## src/rtl/gpio_irq_pkg.sv

```systemverilog
package gpio_irq_pkg;

    localparam int unsigned REG_ADDR_W = 5;

    localparam logic [REG_ADDR_W-1:0] OFS_TYPE  = 5'h00;
    localparam logic [REG_ADDR_W-1:0] OFS_SENSE = 5'h04;
    localparam logic [REG_ADDR_W-1:0] OFS_ACK   = 5'h08;
    localparam logic [REG_ADDR_W-1:0] OFS_ENA   = 5'h0C;
    localparam logic [REG_ADDR_W-1:0] OFS_PEND  = 5'h10;
    localparam logic [REG_ADDR_W-1:0] OFS_RAW   = 5'h14;
    localparam logic [REG_ADDR_W-1:0] OFS_FILT  = 5'h18;

    typedef enum logic {
        FLT_STABLE = 1'b0,
        FLT_SETTLE = 1'b1
    } flt_state_t;

endpackage

```

## src/rtl/gpio_irq_sync.sv

```systemverilog
module gpio_irq_sync #(
    parameter int unsigned W = 8
) (
    input  logic         clk,
    input  logic         rst_n,
    input  logic [W-1:0] async_i,
    output logic [W-1:0] sync_o
);

    logic [W-1:0] meta_q;
    logic [W-1:0] sync_q;

    always_ff @(posedge clk or negedge rst_n) begin
        if (!rst_n) begin
            meta_q <= '0;
            sync_q <= '0;
        end else begin
            meta_q <= async_i;
            sync_q <= meta_q;
        end
    end

    assign sync_o = sync_q;

endmodule

```

## src/rtl/gpio_irq_filter.sv

```systemverilog
module gpio_irq_filter
    import gpio_irq_pkg::*;
#(
    parameter int unsigned W         = 8,
    parameter int unsigned DB_CYCLES = 4
) (
    input  logic         clk,
    input  logic         rst_n,
    input  logic [W-1:0] din_i,
    input  logic [W-1:0] en_i,
    output logic [W-1:0] dout_o
);

    localparam int unsigned CNT_W = $clog2(DB_CYCLES + 1);
    localparam logic [CNT_W-1:0] CNT_LAST = CNT_W'(DB_CYCLES - 1);
    localparam logic [CNT_W-1:0] CNT_ONE  = CNT_W'(1);

    for (genvar gi = 0; gi < W; gi++) begin : g_line
        flt_state_t       state_q, state_n;
        logic [CNT_W-1:0] run_q, run_n;
        logic             held_q, held_n;

        // state register
        always_ff @(posedge clk or negedge rst_n) begin
            if (!rst_n) begin
                state_q <= FLT_STABLE;
                run_q   <= '0;
                held_q  <= 1'b0;
            end else begin
                state_q <= state_n;
                run_q   <= run_n;
                held_q  <= held_n;
            end
        end

        // next state and accepted value
        always_comb begin
            state_n = state_q;
            run_n   = run_q;
            held_n  = held_q;
            if (!en_i[gi]) begin
                state_n = FLT_STABLE;
                run_n   = '0;
                held_n  = din_i[gi];
            end else begin
                unique case (state_q)
                    FLT_STABLE: begin
                        if (din_i[gi] != held_q) begin
                            state_n = FLT_SETTLE;
                            run_n   = CNT_ONE;
                        end
                    end
                    FLT_SETTLE: begin
                        if (din_i[gi] == held_q) begin
                            state_n = FLT_STABLE;
                            run_n   = '0;
                        end else if (run_q == CNT_LAST) begin
                            state_n = FLT_STABLE;
                            run_n   = '0;
                            held_n  = din_i[gi];
                        end else begin
                            run_n = run_q + CNT_ONE;
                        end
                    end
                endcase
            end
        end

        assign dout_o[gi] = held_q;
    end

endmodule

```

## src/rtl/gpio_irq_detect.sv

```systemverilog
module gpio_irq_detect #(
    parameter int unsigned W = 8
) (
    input  logic         clk,
    input  logic         rst_n,
    input  logic [W-1:0] qual_i,
    input  logic [W-1:0] sense_i,
    output logic [W-1:0] hit_o,
    output logic [W-1:0] lvl_o
);

    logic [W-1:0] prev_q;

    always_ff @(posedge clk or negedge rst_n) begin
        if (!rst_n) begin
            prev_q <= '0;
        end else begin
            prev_q <= qual_i;
        end
    end

    always_comb begin
        hit_o = (sense_i & qual_i & ~prev_q) | (~sense_i & ~qual_i & prev_q);
        lvl_o = ~(qual_i ^ sense_i);
    end

endmodule

```

## src/rtl/gpio_irq_regs.sv

```systemverilog
module gpio_irq_regs
    import gpio_irq_pkg::*;
#(
    parameter int unsigned W = 8
) (
    input  logic                  clk,
    input  logic                  rst_n,
    input  logic                  wr_en_i,
    input  logic [REG_ADDR_W-1:0] addr_i,
    input  logic [W-1:0]          wdata_i,
    input  logic [W-1:0]          raw_i,
    output logic [W-1:0]          type_o,
    output logic [W-1:0]          sense_o,
    output logic [W-1:0]          ena_o,
    output logic [W-1:0]          filt_o,
    output logic [W-1:0]          ack_o,
    output logic [W-1:0]          rdata_o
);

    logic [W-1:0] type_q, sense_q, ena_q, filt_q;

    always_ff @(posedge clk or negedge rst_n) begin
        if (!rst_n) begin
            type_q  <= '0;
            sense_q <= '0;
            ena_q   <= '0;
            filt_q  <= '0;
        end else if (wr_en_i) begin
            case (addr_i)
                OFS_TYPE:  type_q  <= wdata_i;
                OFS_SENSE: sense_q <= wdata_i;
                OFS_ENA:   ena_q   <= wdata_i;
                OFS_FILT:  filt_q  <= wdata_i;
                default:   ;
            endcase
        end
    end

    always_comb begin
        ack_o = (wr_en_i && addr_i == OFS_ACK) ? wdata_i : '0;
        case (addr_i)
            OFS_TYPE:  rdata_o = type_q;
            OFS_SENSE: rdata_o = sense_q;
            OFS_ENA:   rdata_o = ena_q;
            OFS_PEND:  rdata_o = raw_i & ena_q;
            OFS_RAW:   rdata_o = raw_i;
            OFS_FILT:  rdata_o = filt_q;
            default:   rdata_o = '0;
        endcase
    end

    assign type_o  = type_q;
    assign sense_o = sense_q;
    assign ena_o   = ena_q;
    assign filt_o  = filt_q;

endmodule

```

## src/rtl/gpio_irq_port.sv

```systemverilog
module gpio_irq_port
    import gpio_irq_pkg::*;
#(
    parameter int unsigned LINES     = 8,
    parameter int unsigned DB_CYCLES = 4
) (
    input  logic                  clk,
    input  logic                  rst_n,
    input  logic [LINES-1:0]      pin_i,
    input  logic                  wr_en_i,
    input  logic [REG_ADDR_W-1:0] addr_i,
    input  logic [LINES-1:0]      wdata_i,
    output logic [LINES-1:0]      rdata_o,
    output logic [LINES-1:0]      irq_line_o,
    output logic                  irq_any_o
);

    logic [LINES-1:0] sync_v, flt_v, hit_v, lvl_v;
    logic [LINES-1:0] mode_q, pol_q, ena_q, filt_q, ack_v;
    logic [LINES-1:0] st_q, raw_v;

    gpio_irq_sync #(.W(LINES)) u_sync (
        .clk     (clk),
        .rst_n   (rst_n),
        .async_i (pin_i),
        .sync_o  (sync_v)
    );

    gpio_irq_filter #(.W(LINES), .DB_CYCLES(DB_CYCLES)) u_filter (
        .clk    (clk),
        .rst_n  (rst_n),
        .din_i  (sync_v),
        .en_i   (filt_q),
        .dout_o (flt_v)
    );

    gpio_irq_detect #(.W(LINES)) u_detect (
        .clk     (clk),
        .rst_n   (rst_n),
        .qual_i  (flt_v),
        .sense_i (pol_q),
        .hit_o   (hit_v),
        .lvl_o   (lvl_v)
    );

    gpio_irq_regs #(.W(LINES)) u_regs (
        .clk     (clk),
        .rst_n   (rst_n),
        .wr_en_i (wr_en_i),
        .addr_i  (addr_i),
        .wdata_i (wdata_i),
        .raw_i   (raw_v),
        .type_o  (mode_q),
        .sense_o (pol_q),
        .ena_o   (ena_q),
        .filt_o  (filt_q),
        .ack_o   (ack_v),
        .rdata_o (rdata_o)
    );

    // edge latch: a new edge outranks a same-cycle acknowledge
    always_ff @(posedge clk or negedge rst_n) begin
        if (!rst_n) begin
            st_q <= '0;
        end else begin
            st_q <= mode_q & ((st_q & ~ack_v) | hit_v);
        end
    end

    always_comb begin
        raw_v      = (mode_q & st_q) | (~mode_q & lvl_v);
        irq_line_o = raw_v & ena_q;
        irq_any_o  = |irq_line_o;
    end

endmodule

```

## config.mk

```make
export PLATFORM = sky130hd
export DESIGN_NAME = gpio_irq_port
export DESIGN_NICKNAME = d
export VERILOG_FILES = /design/src/rtl/gpio_irq_pkg.sv /design/src/rtl/gpio_irq_sync.sv /design/src/rtl/gpio_irq_filter.sv /design/src/rtl/gpio_irq_detect.sv /design/src/rtl/gpio_irq_regs.sv /design/src/rtl/gpio_irq_port.sv
export SDC_FILE = /design/constraint.sdc
export NUM_CORES = 1
export LEC_CHECK = 0
export CAP_MARGIN = 20
export CORE_UTILIZATION = 50
export DETAILED_ROUTE_END_ITERATION = 8
export PLACE_DENSITY = 0.77
export SYNTH_ARGS = -nofsm -noshare
export SYNTH_HDL_FRONTEND = slang
export SYNTH_SLANG_ARGS = --single-unit
```

## constraint.sdc

```tcl
create_clock -name clk -period 3.03 [get_ports clk]
set_input_delay 0.606 -clock clk [delete_from_list [all_inputs] [get_ports clk]]
set_output_delay 0.606 -clock clk [all_outputs]
set_load 0.01 [all_outputs]
```

==> reports/results.tsv <==
metric	value	unit
syn_inst	428	
violations	DRC	
synth_top_area_frac	0.523	
rsz0062_at_grt	no	
clockRootBuffer	clkbuf_8	
ys_types	36	
synth_area_leaders	dfrtp_1 (52%), mux2_2 (7.2%), ha_1 (6.0%)	
skew	12.2	ps
placed_area	5690	sq um
fmax	0.339	GHz
antenna_cells	0	
synth_enable_flop_cells	0	
final_cell_mix	dfrtp_1 (103), nand2_1 (37), mux2_2 (32)	
setup_viol_count_final	0	
fin_crit	2950	ps
firstDrtPassIters	6	
synth_nets	476	
via_count	3468	
irDropWorstVdd	0.414	mV
reg2reg_depth	5	
crit_required	2420	ps
hpwl	7300	microns
overflow	0	
design_area	5980	sq um
final_common_cell	dfrtp_1	
core_area	9730	sq um
cts_buffers	9	
htree_num_levels	3	
synth_flop_cell	dfrtp_1	
finalCritPeriodShare	0.973	
dp_cells	615	
cts.sinks	104	
grt_start_max_net_pins	51	
nNetsFinal	547	
crit_path_max_fanout	5	
antenna_found_initial	0	
synth-seq-cells	104	
critical_path.startpoint	addr_i[1]	
relSlewSlack	0.592	
num_io_pins	41	
grt_pass1_wl	16900	microns
p_per_area	577	nW/um^2
cap_violations	0	
ant_nets	0	
setup_tns	0	ps
viasPerCell	5.45	
start_kind	input pin	
routabilityCongestion	0.806	
dieHeight	102	microns
hold_viol	0	
postRouteWirelength	10200	microns
final_cells	636	
wl_per_cell	16.0	microns
rows	36	
layout-drive-gt1-share	0.191	
fill_cells	803	
syn_area	4980	sq um
leakagePower	2.90	nW
cp-endpoint	rdata_o[2]	
syn_avg_cell_area	11.6	sq um
die_w	102	microns
drt_iter0_drc	139	
cts_max_path_buffers	2	
portBuffers	40	
fp.dieArea	10400	sq um
outcome	finished, violations left	
drv_slew	0	
async_flop_share	1.00	
crit_path_end_kind	output pin	
syn_to_final_growth	20.2	%
grt_pass1_vias	3413	
r2r_setup_slack	1630	ps
hold_path.class	in2async	
seq_area_frac_synth	0.523	
tightest_slew	610	ps
clk_pin_slew	100	ps
start_util	0.512	
arrival	2340	ps
worstReg2RegStart	u_filter.g_line[5].run_q[0]	
hold_buffers	0	
tritoncts	yes	
grt_usage	0.216	
critical_path_class	in2out	
ys.warnings.count	0	
remaining_drc_errors	1	
worst_skew_pair.late_latency	370	ps
reg2reg_to	u_filter.g_line[5].held_q	
synth_top_cell_by_area	dfrtp_1	
layout make-up:
class,instances,area (sq um),area share
clock buffers,10,138,0.0230
clock inverters,5,81.3,0.0136
inverters,19,71.3,0.0119
multi-input cells,297,2300,0.384
flip-flops and latches,104,2600,0.435
well taps,133,166,0.0278
repair buffers,68,628,0.105
power by group:
| group | total, mW | internal, mW | leakage (nW) | switching (mW) |
|---|---|---|---|---|
| clock network | 0.944 | 0.484 | 0.108 | 0.460 |
| logic | 0.754 | 0.401 | 1.47 | 0.353 |
| registers | 1.76 | 1.57 | 1.33 | 0.183 |
| total | 3.45 | 2.46 | 2.90 | 0.996 |
cell usage after synthesis, drive strengths merged (2+ instances only):
| library cell | number |
|---|---|
| dfrtp | 104 |
| mux2 | 40 |
| nand2 | 39 |
| ha | 24 |
| o21ai | 22 |
| inv | 19 |
| nand2b | 17 |
| nor2 | 17 |
| and3 | 15 |
| a22oi | 14 |
| a21boi | 13 |
| mux2i | 12 |
| nand3 | 10 |
| nand3b | 10 |
| nor2b | 10 |
| nand4 | 8 |
| xnor2 | 8 |
| and2 | 6 |
| nand4b | 5 |
| o211a | 5 |
| xor2 | 5 |
| buf | 4 |
| clkbuf | 4 |
| nor3 | 4 |
| a32oi | 3 |
| o21a | 3 |
| and3b | 2 |
timing repair:
action,4_1_cts,5_1_grt
resized for setup,15,5
endpoints found under the setup margin,9,6
pin swaps,1,1
setup buffers,4,2
worst min-delay path by stage:
stage,start,end,slack [ps],cells past startpoint
floorplan,rst_n,st_q[0],310,0
global placement,u_sync.meta_q[1],u_sync.sync_o[1],330,0
detailed placement,u_sync.meta_q[0],u_sync.sync_o[0],330,0
CTS,rst_n,u_detect.prev_q[2],180,1
global route,rst_n,u_filter.g_line[3].state_q,180,1
finish,rst_n,u_detect.prev_q[2],170,1
flip-flops by register name, summed over array words and instances (netlist names):
signal,cells
u_sync.meta_q,8
u_regs.sense_o,8
u_filter.g_line.run_q,24
u_sync.sync_o,8
u_detect.prev_q,8
u_regs.filt_o,8
u_regs.ena_o,8
u_filter.g_line.held_q,8
st_q,8
u_filter.g_line.state_q,8
u_regs.type_o,8
cells by family (layout without fill, tap and decap cells):
family / after synthesis / after routing / synth area share
compound gates: 62 / 62 / 0.0857
buf+inv: 27 / 102 / 0.0224
simple gates: 146 / 146 / 0.165
mux: 52 / 52 / 0.121
fa+ha+maj: 24 / 24 / 0.0603
xor+xnor: 13 / 13 / 0.0229
flops: 104 / 104 / 0.523
routing by layer:
| layer | global-route usage | wire length (microns) |
|---|---|---|
| met4 | 0.0702 | 187 |
| met2 | 0.353 | 5030 |
| met5 | 0 | 0 |
| met3 | 0.0545 | 460 |
| met1 | 0.282 | 4500 |
through the flow:
| step | setup WS, ps | hold slack (ps) | total power, mW | utilization |
|---|---|---|---|---|
| 6_report | 82.6 | 174 | 3.45 | 0.615 |
| 5_1_grt | 2.42 | 184 | 3.66 | 0.615 |
| 4_1_cts | 5.05 | 177 | 3.49 | 0.612 |
| 3_5_place_dp | -263 | 335 | 2.53 | 0.585 |
| 3_3_place_gp | -228 | 334 | 2.47 | 0.585 |
| 2_1_floorplan | 823 | 310 | 2.20 | - |
worst max-delay path: stages:
cell and delay [ps]:
dlygate4sd2_1 310, nor3_4 280, and3_4 250, buf_4 140, a22oi_1 90, nand4_1 120, clkdlybuf4s50_1 540
No activity file was read; power rests on OpenSTA's default activity.
